--- config.mk ---
export PLATFORM = sky130hd
export DESIGN_NAME = stripe_parity_dp
export DESIGN_NICKNAME = d
export VERILOG_FILES = /design/src/rtl/stripe_pkg.sv /design/src/rtl/stripe_wr_path.sv /design/src/rtl/stripe_rd_path.sv /design/src/rtl/stripe_parity_dp.sv
export SDC_FILE = /design/constraint.sdc
export NUM_CORES = 2
export LEC_CHECK = 0
export BUFFER_PORTS_ARGS = -buffer_cell sky130_fd_sc_hd__buf_2
export CAP_MARGIN = 40
export CORE_AREA = 4 4 484 486
export CTS_BUF_LIST = sky130_fd_sc_hd__clkbuf_4 sky130_fd_sc_hd__clkbuf_8
export DETAILED_ROUTE_END_ITERATION = 8
export DIE_AREA = 0 0 488 490
export PLACE_DENSITY = 0.41
export SETUP_SLACK_MARGIN = 0.2
export SLEW_MARGIN = 20
export SYNTH_ARGS = -nofsm -noshare
export SYNTH_HDL_FRONTEND = slang
export SYNTH_HIERARCHICAL = 1
export SYNTH_SLANG_ARGS = --single-unit
--- constraint.sdc ---
create_clock -name clk -period 8.71 [get_ports clk]
set_input_delay 1.742 -clock clk [delete_from_list [all_inputs] [get_ports clk]]
set_output_delay 1.742 -clock clk [all_outputs]
set_load 0.1 [all_outputs]
--- src/rtl/stripe_pkg.sv ---
package stripe_pkg;

    localparam int DATA_LANES = 4;
    localparam int ALL_LANES  = 5;
    localparam int PAR_IDX    = 4;

    typedef enum logic [1:0] {
        OUT_CLEAN    = 2'd0,
        OUT_FIXED    = 2'd1,
        OUT_MISMATCH = 2'd2,
        OUT_UNCORR   = 2'd3
    } rd_outcome_e;

    function automatic logic [ALL_LANES-1:0] lane_mask(input logic en, input logic [2:0] sel);
        logic [ALL_LANES-1:0] m;
        m = '0;
        if (en && (sel < 3'd5)) m[sel] = 1'b1;
        return m;
    endfunction

endpackage

--- src/rtl/stripe_wr_path.sv ---
module stripe_wr_path
    import stripe_pkg::*;
#(
    parameter int BLK_W  = 64,
    parameter int ADDR_W = 32
) (
    input  logic                          clk,
    input  logic                          rst,
    input  logic                          wr_valid,
    input  logic [ADDR_W-1:0]             wr_addr,
    input  logic [DATA_LANES*BLK_W-1:0]   wr_line,
    input  logic [ALL_LANES-1:0]          off_mask,
    output logic [ALL_LANES-1:0]          lane_wr_en,
    output logic [ALL_LANES*BLK_W-1:0]    lane_wr_data,
    output logic [ADDR_W-2:0]             lane_wr_addr,
    output logic                          lane_wr_chan
);

    logic [BLK_W-1:0] par_blk;
    logic [BLK_W-1:0] out_syn;

    always_comb begin
        par_blk = '0;
        for (int i = 0; i < DATA_LANES; i++) par_blk ^= wr_line[i*BLK_W +: BLK_W];
    end

    generate
        for (genvar g = 0; g < DATA_LANES; g++) begin : g_data
            always_ff @(posedge clk) begin
                if (rst)           lane_wr_data[g*BLK_W +: BLK_W] <= '0;
                else if (wr_valid) lane_wr_data[g*BLK_W +: BLK_W] <= wr_line[g*BLK_W +: BLK_W];
            end
        end
    endgenerate

    always_ff @(posedge clk) begin
        if (rst) begin
            lane_wr_en <= '0;
            lane_wr_data[PAR_IDX*BLK_W +: BLK_W] <= '0;
            lane_wr_addr <= '0;
            lane_wr_chan <= 1'b0;
        end else begin
            lane_wr_en <= wr_valid ? ~off_mask : '0;
            if (wr_valid) begin
                lane_wr_data[PAR_IDX*BLK_W +: BLK_W] <= par_blk;
                lane_wr_addr <= wr_addr[ADDR_W-1:1];
                lane_wr_chan <= wr_addr[0];
            end
        end
    end

    always_comb begin
        out_syn = '0;
        for (int i = 0; i < ALL_LANES; i++) out_syn ^= lane_wr_data[i*BLK_W +: BLK_W];
    end

    AST_WR_PAR_BALANCED: assert property (@(posedge clk) disable iff (rst)
        (|lane_wr_en) |-> (out_syn == '0));
    AST_WR_ONLY_ON_REQ: assert property (@(posedge clk) disable iff (rst)
        (|lane_wr_en) |-> $past(wr_valid));
    AST_WR_OFFLINE_QUIET: assert property (@(posedge clk) disable iff (rst)
        (lane_wr_en & $past(off_mask)) == '0);

endmodule

--- src/rtl/stripe_rd_path.sv ---
module stripe_rd_path
    import stripe_pkg::*;
#(
    parameter int BLK_W = 64,
    parameter int CNT_W = 16
) (
    input  logic                          clk,
    input  logic                          rst,
    input  logic                          rd_valid,
    input  logic [ALL_LANES*BLK_W-1:0]    rd_lanes,
    input  logic [ALL_LANES-1:0]          rd_ecc_bad,
    input  logic [ALL_LANES-1:0]          off_mask,
    output logic                          rsp_valid,
    output logic [DATA_LANES*BLK_W-1:0]   rsp_line,
    output logic                          err_nmi,
    output logic                          err_uncorr,
    output logic [CNT_W-1:0]              corr_count
);

    localparam logic [CNT_W-1:0] CNT_ONE = {{(CNT_W-1){1'b0}}, 1'b1};

    logic                          s1_v;
    logic [ALL_LANES*BLK_W-1:0]    s1_lanes;
    logic [ALL_LANES-1:0]          s1_bad;
    logic [ALL_LANES-1:0]          s1_off;

    logic [BLK_W-1:0]              syn;
    logic [ALL_LANES-1:0]          eff_bad;
    logic [2:0]                    nbad;
    logic [DATA_LANES-1:0]         fix;
    rd_outcome_e                   outcome;
    logic [DATA_LANES*BLK_W-1:0]   line_n;

    always_ff @(posedge clk) begin
        if (rst) begin
            s1_v     <= 1'b0;
            s1_lanes <= '0;
            s1_bad   <= '0;
            s1_off   <= '0;
        end else begin
            s1_v <= rd_valid;
            if (rd_valid) begin
                s1_lanes <= rd_lanes;
                s1_bad   <= rd_ecc_bad;
                s1_off   <= off_mask;
            end
        end
    end

    always_comb begin
        syn = '0;
        for (int i = 0; i < ALL_LANES; i++) syn ^= s1_lanes[i*BLK_W +: BLK_W];
        eff_bad = s1_bad & ~s1_off;
        nbad    = 3'($countones(eff_bad));
        fix     = '0;
        outcome = OUT_CLEAN;
        if (|s1_off) begin
            fix     = s1_off[DATA_LANES-1:0];
            outcome = (nbad != 3'd0) ? OUT_UNCORR : OUT_CLEAN;
        end else if (nbad == 3'd0) begin
            outcome = (syn != '0) ? OUT_MISMATCH : OUT_CLEAN;
        end else if (nbad == 3'd1) begin
            fix     = eff_bad[DATA_LANES-1:0];
            outcome = (|eff_bad[DATA_LANES-1:0]) ? OUT_FIXED : OUT_CLEAN;
        end else begin
            outcome = OUT_UNCORR;
        end
    end

    generate
        for (genvar g = 0; g < DATA_LANES; g++) begin : g_fix
            assign line_n[g*BLK_W +: BLK_W] = fix[g] ? (s1_lanes[g*BLK_W +: BLK_W] ^ syn)
                                                     : s1_lanes[g*BLK_W +: BLK_W];
        end
    endgenerate

    always_ff @(posedge clk) begin
        if (rst) begin
            rsp_valid  <= 1'b0;
            rsp_line   <= '0;
            err_nmi    <= 1'b0;
            err_uncorr <= 1'b0;
            corr_count <= '0;
        end else begin
            rsp_valid  <= s1_v && ((outcome == OUT_CLEAN) || (outcome == OUT_FIXED));
            err_nmi    <= s1_v && (outcome == OUT_MISMATCH);
            err_uncorr <= s1_v && (outcome == OUT_UNCORR);
            if (s1_v) rsp_line <= line_n;
            if (s1_v && (outcome == OUT_FIXED)) corr_count <= corr_count + CNT_ONE;
        end
    end

    AST_RD_ONE_ANSWER: assert property (@(posedge clk) disable iff (rst)
        $onehot0({rsp_valid, err_nmi, err_uncorr}));
    AST_RD_LATENCY: assert property (@(posedge clk) disable iff (rst)
        (rsp_valid || err_nmi || err_uncorr) |-> $past(rd_valid, 2));
    AST_CNT_STEP: assert property (@(posedge clk) disable iff (rst)
        (corr_count == $past(corr_count)) || (corr_count == $past(corr_count) + CNT_ONE));
    AST_CNT_WITH_DATA: assert property (@(posedge clk) disable iff (rst)
        (corr_count != $past(corr_count)) |-> rsp_valid);

endmodule

--- src/rtl/stripe_parity_dp.sv ---
module stripe_parity_dp
    import stripe_pkg::*;
#(
    parameter int BLK_W  = 64,
    parameter int ADDR_W = 32,
    parameter int CNT_W  = 16
) (
    input  logic                        clk,
    input  logic                        rst,
    input  logic                        wr_valid,
    input  logic [ADDR_W-1:0]           wr_addr,
    input  logic [4*BLK_W-1:0]          wr_line,
    input  logic                        offline_en,
    input  logic [2:0]                  offline_lane,
    input  logic                        rd_valid,
    input  logic [5*BLK_W-1:0]          rd_lanes,
    input  logic [4:0]                  rd_ecc_bad,
    output logic [4:0]                  lane_wr_en,
    output logic [5*BLK_W-1:0]          lane_wr_data,
    output logic [ADDR_W-2:0]           lane_wr_addr,
    output logic                        lane_wr_chan,
    output logic                        rsp_valid,
    output logic [4*BLK_W-1:0]          rsp_line,
    output logic                        err_nmi,
    output logic                        err_uncorr,
    output logic [CNT_W-1:0]            corr_count
);

    logic [ALL_LANES-1:0] off_mask;

    assign off_mask = lane_mask(offline_en, offline_lane);

    stripe_wr_path #(.BLK_W(BLK_W), .ADDR_W(ADDR_W)) u_wr (
        .clk(clk), .rst(rst),
        .wr_valid(wr_valid), .wr_addr(wr_addr), .wr_line(wr_line), .off_mask(off_mask),
        .lane_wr_en(lane_wr_en), .lane_wr_data(lane_wr_data),
        .lane_wr_addr(lane_wr_addr), .lane_wr_chan(lane_wr_chan)
    );

    stripe_rd_path #(.BLK_W(BLK_W), .CNT_W(CNT_W)) u_rd (
        .clk(clk), .rst(rst),
        .rd_valid(rd_valid), .rd_lanes(rd_lanes), .rd_ecc_bad(rd_ecc_bad), .off_mask(off_mask),
        .rsp_valid(rsp_valid), .rsp_line(rsp_line), .err_nmi(err_nmi),
        .err_uncorr(err_uncorr), .corr_count(corr_count)
    );

    AST_TOP_CHAN_FOLLOWS_ADDR: assert property (@(posedge clk) disable iff (rst)
        (|lane_wr_en) |-> (lane_wr_chan == $past(wr_addr[0])));

endmodule

# Word-level counts from Yosys, hierarchy flattened
# Cells that the tools add are included.
# totals
register_bits,963
elab_cells,74
output_inout_bits,632
in_bits,621
# op_classes
n_addsub,5
n_bitwise,15
n_lt_le_gt_ge,3
n_mux,16
reduce_logical,14
n_eq_ne,4
# ops
op,count
64-bit XOR,11
64-bit 2-to-1 mux,4
64-bit nonzero test,1
"16-bit by 1-bit adder with 16-bit output, second input constant",1
4-bit 2-to-1 mux,3
2-bit 2-to-1 mux,5
5-bit NOT,2
1-bit logical AND,6
5-bit AND,1
5-bit 2-to-1 mux,1
5-bit OR reduction,1
1-bit by 1-bit adder with 2-bit output,2
"2-bit equality test, second input constant",2
"3-bit by 4-bit less-than comparator with 1-bit output, second input constant",1
4-bit OR reduction,1
3-bit by 1-bit adder with 3-bit output,1
3-bit adder,1
1-bit demux with 3-bit select,1
"3-bit by 1-bit equality test with 1-bit output, second input constant",1
"3-bit by 1-bit >= comparator with 1-bit output, second input constant",1
3-bit logical NOT,1
"3-bit less-than comparator, second input constant",1
3-bit nonzero test,1
"2-bit by 1-bit equality test with 1-bit output, second input constant",1
other kinds (5),6

# Longest topological paths before layout
# logic_depth
word_depth,12
mapped_depth,14

# Cells and area by module
# The synthesis kept the hierarchy.
# by_module_without_submodules
mod,seq_area_each_um2,area_each_um2,instances,cells_per_inst
stripe_rd_path,12131.6,27196.1,1,2815
stripe_wr_path,7146.9,14063.5,1,1345
stripe_parity_dp,0.0,63.8,1,5

# Least setup slack after synthesis
# Ideal clock, no wire load.
# synth_timing
kind,flip-flop to flip-flop
from,register u_rd.s1_off[1]
to,register u_rd.rsp_line[229]
stages_incl_launch_ff,15
n_path_buf,4
arrival_ns,3.150
slack_ns,5.469
setup_ns,0.091
cell_sequence,dfxtp_1 nand2b_1 fa_1 inv_1 fa_1 ha_1 nor2_1 and4_1 buf_4 a21oi_2 buf_6 buf_6 buf_6 or3_1 a311oi_1
# synth_between
elab_chain_cells,10
# synth_lines
element,line_no,text
"start, declared",stripe_rd_path.sv:25,logic [ALL_LANES-1:0] s1_off;
"start signal, assigned",stripe_rd_path.sv:45,s1_off <= off_mask;
5-bit NOT,stripe_rd_path.sv:53,eff_bad = s1_bad & ~s1_off;
5-bit AND,stripe_rd_path.sv:53,
1-bit by 1-bit adder with 2-bit output (implied by the code),stripe_rd_path.sv:54,nbad = 3'($countones(eff_bad));
3-bit adder (implied by the code),stripe_rd_path.sv:54,
3-bit by 1-bit adder with 3-bit output (implied by the code),stripe_rd_path.sv:54,
3-bit by 1-bit equality test with 1-bit output,stripe_rd_path.sv:62,end else if (nbad == 3'd1) begin
4-bit 2-to-1 mux,stripe_rd_path.sv:62,
4-bit 2-to-1 mux,stripe_rd_path.sv:60,end else if (nbad == 3'd0) begin
4-bit 2-to-1 mux *,stripe_rd_path.sv:57,if (|s1_off) begin
64-bit 2-to-1 mux *,stripe_rd_path.sv:72,assign line_n[g*BLK_W +: BLK_W] = fix[g] ? (s1_lanes[g*BLK_W +: BLK_W] ^ syn)
"end signal, assigned",stripe_rd_path.sv:88,if (s1_v) rsp_line <= line_n;
"end, declared",stripe_rd_path.sv:14,"output logic [DATA_LANES*BLK_W-1:0] rsp_line,"
# Mark *: on every way between the ends. The rest lies on a longest branch, timed or not.
# A chain may end at the register's enable or synchronous reset.

# Final worst setup path
# layout_timing
from,register u_rd.s1_off[1]
to,register u_rd.rsp_line[97]
# The elaborated chain is that of the path after synthesis.

==> reports/results.ini <==
[yosys]
syn_area_sq_um = 41300
muxShareOfSynthArea = 0.150
synth_cell_type_count = 38
synthAdderAreaFrac = 0.00188
synth_seq_cells = 963
synthFlopType = dfxtp_1
async_flop_share = 0
synth_fp_nets = 4791
ys_warn_count = 6
synthCells = 4165
synth-xor-area-share = 0.112
synth-simple-area-share = 0.136
synth_top_family_by_area = multiplexers
synth-compound-area-share = 0.0988
avgSynthCellArea_sq_um = 9.92
yosysSeqAreaShare = 0.467
synth_edf_count = 0

[clocking]
numCtsBuffers = 191
clockBufferDepth = 3
cts_sinks = 963
cts_tree = built
post_cts_buffers = 0
clkTransAtPathRegs_ps = 60
cts-resized-gates = 0
ctsRootBufferMaster = clkbuf_8
clk_latency_ps = 960
holdBufCountCts = 0
htree_levels = 4

[global_route]
first_global_vias = 34800
grt_use_total = 0.205
grt_pass1_wl_mm = 334
gr-total-overflow = 0
grt_busiest_layer = met2
use_met2 = 0.305
grtUsageMet1 = 0.240
use_met3 = 0.119
antenna_found_initial = 275
grt_max_degree = 213

[die]
core-area_sq_um = 230000
fp.dieW_um = 488
die_h_um = 490
die-area_sq_um = 239000
start_util = 0.180
ios = 1253
rows = 176

[placement]
post-dp-hpwl_mm = 206
routabilityCongestion = 1.00
io_buffers = 1252

[routing]
first_iter_violations = 2554
first_pass_iters = 5
routed_wl_mm = 256
ant_nets = 0
num_vias = 37300
drc_errors = 0
wl_per_cell_um = 29.5
vias_per_cell = 4.29

[setup_path]
worst-path-max-fanout = 70
crit_arrival_ps = 5230
critPathKind = flop to flop
end_kind = flop
critPathRequiredTime_ps = 9540
start_kind = flop

[sta]
setup_viol = 0
min_period_over_period = 0.505
rsz0062_at_grt = no
worst_pin_slew_ps = 1290
fin_tns_setup_ps = 0
slew_violations = 0
finClkSkew_ps = 74.1
finalCriticalPeriod_ps = 4400
fmax_mhz = 227
finalHoldViolCount = 0
slew_headroom = 0.138

[cells_and_area]
mostFrequentLayoutCell = buf_2
finish.net_count = 5987
drive_gt1_frac = 0.308
fin_util = 0.240
final_cell_mix = buf_2 (1253), dfxtp_1 (962), nor2_1 (959)
synthToLayoutAreaGrowth_pct = 33.6

[power]
power.density_nw_per_um2 = 244
cellLeakagePower_uw = 0.0242
ir_drop_mv = 0.116

[run_status]
status = complete, no violations

[job]
max_cap_viol_count = 0

[min_path]
hold_class = flop to flop

Yosys cell counts, types with 2 or more instances:
master	count	area, sq um
buf_1	41	154
nor2_1	959	3600
buf_6	8	90.1
o21ai_0	260	1300
nor3_1	4	20.0
and3_1	2	12.5
nand3_1	4	20.0
fa_1	2	40.0
nand2b_1	6	37.5
a211oi_1	65	488
clkbuf_1	205	769
a21oi_1	7	35.0
a311oi_1	256	2240
buf_8	6	90.1
nor4_1	5	31.3
inv_1	7	26.3
nor2b_1	3	18.8
nand2_1	9	33.8
and4bb_2	3	37.5
dfxtp_1	963	19300
buf_2	21	105
and4_1	2	17.5
xnor3_1	64	1440
nand4_1	20	125
ha_1	3	37.5
mux2i_1	619	6200
xnor2_2	41	667
xor2_1	133	1160
or3_1	260	1630
xnor2_1	157	1380
buf_4	23	173
per-layer routing:
layer / up-vias / share of wire / wire, um
met5: - / 0.0034 / 861
met4: 132 / 0.040 / 10100
met3: 631 / 0.15 / 37800
met2: 1605 / 0.43 / 110000
met1: 17600 / 0.38 / 97800
li1: 17300 / - / -
worst max-delay path: stages, from the launching register on:
cell and delay (ps):
dfxtp_1 360, nand2b_1 200, fa_1 540, inv_1 50
fa_1 360, ha_1 300, nor2_1 60, and4_1 390
a21oi_4 210, buf_4 500, buf_4 680, o21ai_0 160
a311oi_1 310
final timing paths:
path | start | to | slack [ps] | cells after the start
hold reg to reg | u_rd/rsp_line[113]$_SDFFE_PP0P_ | u_rd/rsp_line[113]$_SDFFE_PP0P_ | 480 | 2
hold / removal | u_rd/rsp_line[113]$_SDFFE_PP0P_ | u_rd/rsp_line[113]$_SDFFE_PP0P_ | 480 | 2
setup / recovery | u_rd/s1_off[1]$_SDFFE_PP0P_ | u_rd/rsp_line[97]$_SDFFE_PP0P_ | 4310 | 12
setup reg to reg | u_rd/s1_off[1]$_SDFFE_PP0P_ | u_rd/rsp_line[97]$_SDFFE_PP0P_ | 4310 | 12
sequential cells by signal (all words and copies together), names as in the netlist:
name               cells
u_rd/err_nmi           1
u_rd/s1_v              1
u_wr/lane_wr_data    320
u_rd/err_uncorr        1
u_rd/s1_lanes        320
u_rd/corr_count       16
u_rd/s1_off            5
u_wr/lane_wr_addr     31
u_rd/s1_bad            5
u_wr/lane_wr_chan      1
u_rd/rsp_valid         1
u_rd/rsp_line        256
u_wr/lane_wr_en        5
final cells by class:
class	instances	area [sq um]
inverters	7	26.3
clock buffers	309	3800
diodes	155	388
fillers	25200	174000
repair buffers	1307	6920
clock inverters	26	325
well taps	3026	3790
multi-input cells	2891	20700
flip-flops and latches	963	19300
per-stage QoR:
stage | cell area [sq um] | hold slack, ps | cells | total power (uW) | setup slack, ps
floorplan | 41300 | 452 | 4165 | 7380 | 5470
global placement | 50500 | 467 | 8183 | 8420 | 4240
detailed placement | 50600 | 474 | 8191 | 8450 | 4250
CTS | 54800 | 482 | 8526 | 13700 | 4250
global route | 54900 | 496 | 8577 | 14000 | 3930
finish | 55200 | 479 | 8684 | 13500 | 4310
where the power goes:
group	switching [uW]	internal, uW
Combinational	2630	812
Clock	2260	2850
Sequential	215	4690
Total	5100	8350
kinds of logic (layout without fill, tap and decap cells):
kind of cell	after synthesis	in the layout
AOI/OAI and AO/OA	590	590
other	0	155
adders and majority gates	5	5
xor gates and xnor gates	395	395
buffers and inverters	311	1649
DFF	963	963
and+or+nand+nor	1282	1282
muxes	619	619
Note: power is estimated with default switching activity, not from simulation.
